### src/rtl/ccr_pkg.sv
// Package: shared field positions, masks and the mode word type.
// Assumes the mode word occupies the low CTL_W bits of a WORD_W bus word.
package ccr_pkg;
    localparam int unsigned WORD_W = 32;
    localparam int unsigned CTL_W  = 8;

    // Bit positions inside the mode word (software decodes these)
    localparam int unsigned B_INIT    = 0;
    localparam int unsigned B_GLOB_IE = 1;
    localparam int unsigned B_STS_IE  = 2;
    localparam int unsigned B_ERR_IE  = 3;
    localparam int unsigned B_RSV     = 4;
    localparam int unsigned B_NO_RETX = 5;
    localparam int unsigned B_CFG     = 6;
    localparam int unsigned B_TEST    = 7;

    // Writable bits and reset value of the mode word
    localparam logic [CTL_W-1:0] CTL_WR_MASK = 8'hEF;
    localparam logic [CTL_W-1:0] CTL_RESET   = 8'h01;

    // Bit positions in the pending word
    localparam int unsigned P_STS = 0;
    localparam int unsigned P_ERR = 1;

    // Mode word, most significant field first
    typedef struct packed {
        logic test;
        logic cfg;
        logic no_retx;
        logic rsv;
        logic err_ie;
        logic sts_ie;
        logic glob_ie;
        logic init;
    } ctl_t;
endpackage

### src/rtl/ccr_ctl_word.sv
// Module: holds the mode word.
// A CPU write loads the writable bits; the reserved bit stays 0.
// An engine init request forces init on and beats a CPU write in the same cycle.
// Assumes wr_en is already qualified by address decode.
module ccr_ctl_word
    import ccr_pkg::*;
(
    input  logic             clk,
    input  logic             rst_n,
    input  logic             wr_en,
    input  logic [CTL_W-1:0] wdata,
    input  logic             hw_init_set,
    output ctl_t             ctl_q
);
    logic [CTL_W-1:0] word_q;
    logic [CTL_W-1:0] word_d;

    // Next value: CPU write masked, then engine init request on top
    always_comb begin
        word_d = word_q;
        if (wr_en) begin
            word_d = wdata & CTL_WR_MASK;
        end
        if (hw_init_set) begin
            word_d[B_INIT] = 1'b1;
        end
    end

    // Mode word register with synchronous reset to the reset value
    always_ff @(posedge clk) begin
        if (!rst_n) begin
            word_q <= CTL_RESET;
        end else begin
            word_q <= word_d;
        end
    end

    assign ctl_q = ctl_t'(word_q);

    // an engine request always leaves init set
    p_hw_init_wins_r9: assert property (@(posedge clk) disable iff (!rst_n)
        hw_init_set |=> ctl_q.init);

    // the reserved bit never becomes 1
    p_rsv_stays_zero_r2: assert property (@(posedge clk) disable iff (!rst_n)
        wr_en |=> !ctl_q.rsv);

    // with no write and no request, the word holds
    p_word_holds_r1: assert property (@(posedge clk) disable iff (!rst_n)
        (!wr_en && !hw_init_set) |=> $stable(ctl_q));
endmodule

### src/rtl/ccr_chg_latch.sv
// Module: change detector with a sticky pending flag for a group of W status bits.
// The previous-cycle copy is loaded from the live inputs during reset, so release
// from reset never looks like a change. A change beats a clear in the same cycle.
// Assumes sts_in is synchronous to clk.
module ccr_chg_latch #(
    parameter int unsigned W = 2
) (
    input  logic         clk,
    input  logic         rst_n,
    input  logic [W-1:0] sts_in,
    input  logic         clr,
    output logic         pend
);
    logic [W-1:0] prev_q;
    logic         chg;

    // Any bit differing from last cycle counts as a change
    assign chg = |(sts_in ^ prev_q);

    // Previous-cycle copy and the sticky flag
    always_ff @(posedge clk) begin
        if (!rst_n) begin
            prev_q <= sts_in;
            pend   <= 1'b0;
        end else begin
            prev_q <= sts_in;
            if (chg) begin
                pend <= 1'b1;
            end else if (clr) begin
                pend <= 1'b0;
            end
        end
    end

    // a change latches the flag regardless of any enable
    p_edge_sets_pend_r10: assert property (@(posedge clk) disable iff (!rst_n)
        (sts_in != prev_q) |=> pend);

    // without a clear the flag is sticky
    p_pend_sticky_r8: assert property (@(posedge clk) disable iff (!rst_n)
        (pend && !clr) |=> pend);

    // the flag only rises after a change
    p_pend_needs_chg_r8: assert property (@(posedge clk) disable iff (!rst_n)
        $rose(pend) |-> $past(sts_in != prev_q));
endmodule

### src/rtl/ccr_irq_gate.sv
// Module: interrupt line and bit-timing write permit.
// Each pending flag counts only while its group enable is set, and the global
// enable gates the result. Purely combinational; clk and rst_n serve the checks.
module ccr_irq_gate (
    input  logic clk,
    input  logic rst_n,
    input  logic init,
    input  logic cfg,
    input  logic glob_ie,
    input  logic sts_ie,
    input  logic err_ie,
    input  logic pend_sts,
    input  logic pend_err,
    output logic irq,
    output logic timing_wr_ok
);
    logic grp_req;

    // Collect the enabled group requests
    always_comb begin
        grp_req = (sts_ie & pend_sts) | (err_ie & pend_err);
    end

    assign irq          = glob_ie & grp_req;
    assign timing_wr_ok = init & cfg;

    // the global enable off silences the line
    p_gie_off_r7: assert property (@(posedge clk) disable iff (!rst_n)
        !glob_ie |-> !irq);

    // no permit while init is clear
    p_timing_needs_init_r4: assert property (@(posedge clk) disable iff (!rst_n)
        !init |-> !timing_wr_ok);

    // the line never rises without a pending flag behind it
    p_irq_has_source_r5: assert property (@(posedge clk) disable iff (!rst_n)
        irq |-> (pend_sts || pend_err));
endmodule

### src/rtl/can_mode_ctrl.sv
// Module: top. Decodes the register bus, instantiates the mode word, the two
// change latches and the interrupt gate, and muxes read data.
// Address 0 is the mode word, address 1 the pending word (write one to clear).
// Assumes single-cycle writes and combinational reads.
module can_mode_ctrl
    import ccr_pkg::*;
#(
    parameter int unsigned ADDR_W   = 4,
    parameter int unsigned LEC_W    = 3,
    parameter int unsigned CTL_ADDR = 0,
    parameter int unsigned PND_ADDR = 1
) (
    input  logic              clk,
    input  logic              rst_n,
    input  logic [ADDR_W-1:0] bus_addr,
    input  logic              bus_wr,
    input  logic [WORD_W-1:0] bus_wdata,
    output logic [WORD_W-1:0] bus_rdata,
    input  logic              sts_txok,
    input  logic              sts_rxok,
    input  logic [LEC_W-1:0]  sts_lec,
    input  logic              sts_boff,
    input  logic              sts_ewarn,
    input  logic              hw_init_set,
    output logic              ctl_init,
    output logic              ctl_glob_ie,
    output logic              ctl_sts_ie,
    output logic              ctl_err_ie,
    output logic              ctl_no_retx,
    output logic              ctl_cfg_change,
    output logic              ctl_test,
    output logic              timing_wr_ok,
    output logic              irq
);
    localparam int unsigned STS_W = LEC_W + 2;
    localparam int unsigned ERR_W = 2;
    localparam logic [ADDR_W-1:0] A_CTL = ADDR_W'(CTL_ADDR);
    localparam logic [ADDR_W-1:0] A_PND = ADDR_W'(PND_ADDR);

    ctl_t       ctl_q;
    logic       sel_ctl;
    logic       sel_pnd;
    logic       wr_ctl;
    logic       clr_sts;
    logic       clr_err;
    logic       pend_sts;
    logic       pend_err;
    logic [STS_W-1:0] sts_grp;
    logic [ERR_W-1:0] err_grp;
    logic       unused_wdata;

    // Address decode and write strobes
    always_comb begin
        sel_ctl = (bus_addr == A_CTL);
        sel_pnd = (bus_addr == A_PND);
        wr_ctl  = bus_wr & sel_ctl;
        clr_sts = bus_wr & sel_pnd & bus_wdata[P_STS];
        clr_err = bus_wr & sel_pnd & bus_wdata[P_ERR];
    end

    assign unused_wdata = ^bus_wdata[WORD_W-1:CTL_W];
    assign sts_grp = {sts_txok, sts_rxok, sts_lec};
    assign err_grp = {sts_boff, sts_ewarn};

    ccr_ctl_word i_word (
        .clk         (clk),
        .rst_n       (rst_n),
        .wr_en       (wr_ctl),
        .wdata       (bus_wdata[CTL_W-1:0]),
        .hw_init_set (hw_init_set),
        .ctl_q       (ctl_q)
    );

    ccr_chg_latch #(.W(STS_W)) i_sts_chg (
        .clk    (clk),
        .rst_n  (rst_n),
        .sts_in (sts_grp),
        .clr    (clr_sts),
        .pend   (pend_sts)
    );

    ccr_chg_latch #(.W(ERR_W)) i_err_chg (
        .clk    (clk),
        .rst_n  (rst_n),
        .sts_in (err_grp),
        .clr    (clr_err),
        .pend   (pend_err)
    );

    ccr_irq_gate i_gate (
        .clk          (clk),
        .rst_n        (rst_n),
        .init         (ctl_q.init),
        .cfg          (ctl_q.cfg),
        .glob_ie      (ctl_q.glob_ie),
        .sts_ie       (ctl_q.sts_ie),
        .err_ie       (ctl_q.err_ie),
        .pend_sts     (pend_sts),
        .pend_err     (pend_err),
        .irq          (irq),
        .timing_wr_ok (timing_wr_ok)
    );

    // Read data mux: mode word, pending word, zero elsewhere
    always_comb begin
        bus_rdata = '0;
        if (sel_ctl) begin
            bus_rdata[CTL_W-1:0] = ctl_q;
        end else if (sel_pnd) begin
            bus_rdata[P_STS] = pend_sts;
            bus_rdata[P_ERR] = pend_err;
        end
    end

    assign ctl_init       = ctl_q.init;
    assign ctl_glob_ie    = ctl_q.glob_ie;
    assign ctl_sts_ie     = ctl_q.sts_ie;
    assign ctl_err_ie     = ctl_q.err_ie;
    assign ctl_no_retx    = ctl_q.no_retx;
    assign ctl_cfg_change = ctl_q.cfg;
    assign ctl_test       = ctl_q.test;

    // reserved bits of the mode word read zero
    p_rsv_read_zero_r2: assert property (@(posedge clk) disable iff (!rst_n)
        sel_ctl |-> (bus_rdata[B_RSV] == 1'b0 && bus_rdata[WORD_W-1:CTL_W] == '0));

    // unmapped addresses read zero
    p_unmapped_zero_r11: assert property (@(posedge clk) disable iff (!rst_n)
        (!sel_ctl && !sel_pnd) |-> (bus_rdata == '0));

    // an enabled status change with global enable raises the line next cycle
    p_sts_raises_irq_r6: assert property (@(posedge clk) disable iff (!rst_n)
        ((sts_grp != $past(sts_grp)) && ctl_q.glob_ie && ctl_q.sts_ie
         && !wr_ctl && !hw_init_set) |=> irq);
endmodule

### config.mk
export PLATFORM = sky130hd
export DESIGN_NAME = can_mode_ctrl
export DESIGN_NICKNAME = d
export VERILOG_FILES = /design/src/rtl/ccr_pkg.sv /design/src/rtl/ccr_ctl_word.sv /design/src/rtl/ccr_chg_latch.sv /design/src/rtl/ccr_irq_gate.sv /design/src/rtl/can_mode_ctrl.sv
export SDC_FILE = /design/constraint.sdc
export NUM_CORES = 1
export LEC_CHECK = 0
export BUFFER_PORTS_ARGS = -buffer_cell sky130_fd_sc_hd__clkbuf_2
export CAP_MARGIN = 20
export CORE_MARGIN = 8
export CORE_UTILIZATION = 35
export DETAILED_ROUTE_END_ITERATION = 6
export PLACE_DENSITY_LB_ADDON = 0.12
export REMOVE_ABC_BUFFERS = 1
export SLEW_MARGIN = 20
export SYNTH_ARGS = -nofsm -noshare
export SYNTH_HDL_FRONTEND = slang
export SYNTH_SLANG_ARGS = --single-unit
### constraint.sdc
create_clock -name clk -period 1.4 [get_ports clk]
set_input_delay 0 -clock clk [delete_from_list [all_inputs] [get_ports clk]]
set_output_delay 0 -clock clk [all_outputs]
set_load 0.1 [all_outputs]
== Word-level counts from Yosys, hierarchy flattened ==
Cells that the tools add are included.
Storage, ports and cells
  output and inout bits: 41
  memories kept: 0
  bits in writable memories: 0
  ROM bits: 0
  latch bits: 0
  bits in registers: 16
  logic and storage cells: 32
  input bits: 47
Operators by class
  $mul: 0
  multiplexer cells: 7
  bitwise operators: 12
  reductions and logical operators: 6
  $lt $le $gt $ge: 0
  shifts and indexed selects: 0
  add/subtract/negate cells: 0
  equality and inequality tests: 1
  div/mod/pow operators: 0
Operator list (count)
  $and A1 B1 Y1: 8
  $mux W6: 1
  $reduce_or A5 Y1: 1
  $xor A5 B5 Y5: 1
  $eq A4 B1 Y1 const B: 1
  $logic_not A4 Y1: 1
  $mux W1: 4
  $mux W2: 2
  $reduce_bool A2 Y1: 2
  $reduce_or A2 Y1: 2
  $xor A2 B2 Y2: 1
  $not A1 Y1: 1
  $or A1 B1 Y1: 1

== Logic depth before layout (Yosys ltp) ==
  word-level depth: 5
  gate-level depth with buffers: 5
  mapped depth without buffers: 3

== Hierarchy ==
From an unflattened synthesis, not the netlist that was laid out.
Unflattened totals
  cell total of the unflattened synthesis: 88
  area, all modules: 882.1 um2
Modules (own cells, without submodules)
  can_mode_ctrl: seq. area each 0.0 um2, cells each 40, instances 1, area an instance 306.5 um2
  ccr_ctl_word: seq. area each 140.1 um2, cells each 24, instances 1, area an instance 277.8 um2
  ccr_chg_latch at i_sts_chg: seq. area each 120.1 um2, cells each 14, instances 1, area an instance 185.2 um2
  ccr_chg_latch at i_err_chg: seq. area each 60.1 um2, cells each 7, instances 1, area an instance 92.6 um2
  ccr_irq_gate: seq. area each 0.0 um2, cells each 3, instances 1, area an instance 20.0 um2

== Least setup slack after synthesis ==
Ideal clock, no wire load.
  kind: flip-flop to output port
  from: register i_word.word_q[3], in the netlist i_word.ctl_q[3]
  to: output port irq
  arrival: 2535 ps
  buffers on the path: 0
  required time: 1400 ps
  setup slack: -1135 ps
  cell stages (with the launch flop): 3
  cell sequence: dfxtp_1 a22oi_1 nor2b_1
Between the ends
  cells in the longest elaborated chain, start to end: 3
Ends and longest elaborated chain
  from (decl): line ccr_ctl_word.sv:15  | logic [CTL_W-1:0] word_q;
  from (signal assigned): line ccr_ctl_word.sv:34  | word_q <= word_d;
  $and A1 B1 Y1: line ccr_irq_gate.sv:21  | grp_req = (sts_ie & pend_sts) | (err_ie & pend_err);
  $or A1 B1 Y1: line ccr_irq_gate.sv:21
  $and A1 B1 Y1: line ccr_irq_gate.sv:24  | assign irq = glob_ie & grp_req;
  to (decl): line can_mode_ctrl.sv:33  | output logic irq
No other way between the ends.

== Worst setup path in the final report ==
  from: input port bus_addr[0]
  to: register i_word.word_q[0], in the netlist i_word.ctl_q[0]
Between the ends
  cells in the longest elaborated chain, start to end: 2
Ends and longest elaborated chain
  from (decl): line can_mode_ctrl.sv:15  | input logic [ADDR_W-1:0] bus_addr,
  $logic_not A4 Y1: line can_mode_ctrl.sv:54  | sel_ctl = (bus_addr == A_CTL);
  $and A1 B1 Y1: line can_mode_ctrl.sv:56  | wr_ctl = bus_wr & sel_ctl;
No other way between the ends.
A chain may end at the register's enable or synchronous reset.

==> metrics.md <==
| Metric | Value |
|---|---|
| Run status | `finished, final reports clean` |
| CTS root buffer | `clkbuf_4` |
| Detailed Place HPWL | `1.74 mm` |
| Drt drc | `0` |
| Total area of sequential cells | `~320 um2` |
| Maximum fanout along the worst path | `7` |
| Buf/Inv on CP | `2` |
| Filler cell count | `245` |
| Vias in the first global route | `between 700 and 800` |
| Initial antenna violation count | `0` |
| Worst endpoint required time | `1.57 ns` |
| Later-pin clock latency in the skew report | `roughly 0.28 ns` |
| Chip height | `65.6 um` |
| Die width | `roughly 66 um` |
| Top-area cell type share of the netlist area | `about 37%` |
| Routed wire length | `around 2.2 mm` |
| Commonest non-fill, non-tap cell in the layout | `clkbuf_2` |
| CP Cell Sequence | `clkbuf_2 -> or4_4 -> o21ai_2 -> nand4b_1 -> dlygate4sd3_1` |
| WL/cell | `roughly 12 um` |
| Setup TNS Final | `0 ns` |
| Fin crit period | `roughly 1.4 ns` |
| Final setup violation count | `0` |
| Number of port buffers | `37` |
| Largest net degree at the start of global routing | `13` |
| Final instance area | `~0.0013 mm2` |
| Seq cells post-synth | `16` |
| DP Worst Slack | `~0.28 ns` |
| Slew headroom | `about 64%` |
| Unique cell type count in the Yosys netlist | `25` |
| Final hold violations | `0` |
| Critical path's largest stage delay | `about 0.60 ns` |
| Yosys warning count | `0` |
| Worst vdd ir | `between 0.0007 and 0.0008 V` |
| Slew Limit Fails | `0` |
| Layout cells sized above 1 | `30.0%` |
| Syn_area_per_cell | `about 8.9 um2` |
| Setup crit end kind | `flip-flop` |
| Core Util, Final | `52.6%` |
| Via/cell ratio | `approximately 4.3` |
| Total GRT Usage | `10.0%` |
| Initial Utilization | `a little over a third` |
| Nets | `approximately 200` |
| First-pass GRT wire length | `between 3 and 4 mm` |
| Yosys top cell by area | `dfxtp_1` |
| Multi-input gate area | `417 um2` |
| Final period utilization | `98.2%` |
| Via count | `between 700 and 800` |
| Final worst slack | `roughly 0.025 ns` |
| Pwr Density | `981 mW/mm2` |
| Max Freq | `between 700 and 800 MHz` |
| Synth Cell Area | `~860 um2` |
| Total CTS buffers | `3` |
| I/O pin total | `88` |
| CTS tree | `yes` |
| Crit path DAT | `approximately 1.6 ns` |
| Worst path slowest cell | `or4_4` |
| Top Family by Delay on Critical Path | `buffers and inverters` |
| Main area contributors after synthesis | `dfxtp_1 (37%), buf_4 (22%), nand3_1 (5.2%)` |
| Fin Hold WS | `roughly 0.11 ns` |
| Die area | `0.00431 mm2` |
| Sequential fraction of the synthesis area | `37.2%` |
| RSZ-0062 raised after global routing | `false` |
| Most frequent cells in the layout | `clkbuf_2 (29), conb_1 (25), dfxtp_1 (16)` |
| Clock Skews | `around 0.0015 ns` |
| Synthesized instance count | `97` |
| Setup crit start kind | `primary input` |
| Max clock buf depth | `2` |
| Area grow syn2layout | `47.2%` |
| Worst-Margin Slew | `approximately 0.55 ns` |
| Row count | `18` |
| Antenna-violating nets left | `0` |
| H-tree Lvls | `1` |
| Max-cap viol count | `0` |
| Total grt overflow | `0` |
| GPL Wtd Cong | `about 0.74` |
| DRT iter0 DRCs | `14` |
| # diodes | `0` |
| Hold Crit Class | `primary input to flip-flop` |
| Setup Crit Path Kind | `primary input to flip-flop` |
| Leak pwr | `0.000580 uW` |
| DP Area | `0.00108 mm2` |
| Clock Sinks | `16` |
| First-pass DRT Iterations | `4` |
| Clk pin slew, worst setup/hold paths | `0.09 ns` |
| Core ar. | `roughly 0.0024 mm2` |
-- layout make-up --
cell class | instances | area share [%]
Sequential cell | 16 | 25.2
Tap cell | 30 | 2.96
Clock buffer | 4 | 2.86
Timing Repair Buffer | 53 | 35.5
Multi-Input combinational cell | 75 | 32.8
Inverter | 2 | 0.592
-- synthesized netlist by cell type (all sizes together) --
library cell,count
inv,2
clkbuf,1
dfxtp,16
or3,1
a22oi,1
mux2i,2
nor4,1
a31oi,1
conb,1
nand4b,1
nor3,1
xor2,3
nor2,2
nor2b,1
o21ai,9
and2,6
a41oi,1
or4,1
buf,27
nand3,9
a21oi,6
xnor2,4
-- report_power, final --
group          switching (uW)  internal, uW
combinational             382          79.5
clock                     144           158
sequential               9.60           472
-- sequential cells by signal, indices dropped and copies added (netlist names) --
name / count
i_err_chg.pend: 1
i_word.ctl_q: 7
i_sts_chg.pend: 1
i_err_chg.prev_q: 2
i_sts_chg.prev_q: 5
-- worst paths after layout --
check	from	cells past startpoint	end	slack [ns]
min	bus_wr	3	i_word.ctl_q[2]$_SDFFE_PN0P_	0.11
min reg2reg	i_word.ctl_q[7]$_SDFFE_PN0P_	2	i_word.ctl_q[7]$_SDFFE_PN0P_	0.49
max	bus_addr[0]	5	i_word.ctl_q[0]$_SDFFE_PP1P_	0.03
max reg2reg	i_word.ctl_q[0]$_SDFFE_PP1P_	3	i_word.ctl_q[0]$_SDFFE_PP1P_	0.23
-- worst register-to-register path: cells and delay by family, from the launching register on --
| kind | cells | cell delay, ns |
|---|---|---|
| flops | 1 | 0.35 |
| simple gates | 1 | 0.10 |
| buf+inv | 1 | 0.56 |
| compound gates | 1 | 0.06 |
-- what timing repair did --
action / CTS / global route
endpoints found under the setup margin: 0 / 0
hold endpoints to repair: 14 / 0
gates resized for setup: 0 / 0
setup buffers: 0 / 0
hold buffers: 15 / 0
-- routing by layer --
layer / GRT usage [%] / share of wire (%) / vias to the layer above
met5: 0 / 0 / -
li1: - / - / 387
met3: 3.74 / 9.6 / 2
met2: 18.6 / 52 / 32
met1: 9.63 / 38 / 349
met4: 4.09 / 0.36 / 0
-- logic make-up after synthesis --
kind of cell	Yosys count	synth area share [%]
and+or+nand+nor	23	16.3
AOI/OAI and AO/OA	18	11.8
other	1	0.435
xor gates and xnor gates	7	7.11
muxes	2	2.32
DFF	16	37.2
buffers and inverters	30	25.0
-- metrics by stage --
stage / std cells / power [uW]
after floorplan: 93 / 855
after global placement: 161 / 917
after detailed placement: 161 / 920
after CTS: 180 / 1260
after global routing: 180 / 1300
final: 180 / 1250
Note: power is estimated with default switching activity, not from simulation.
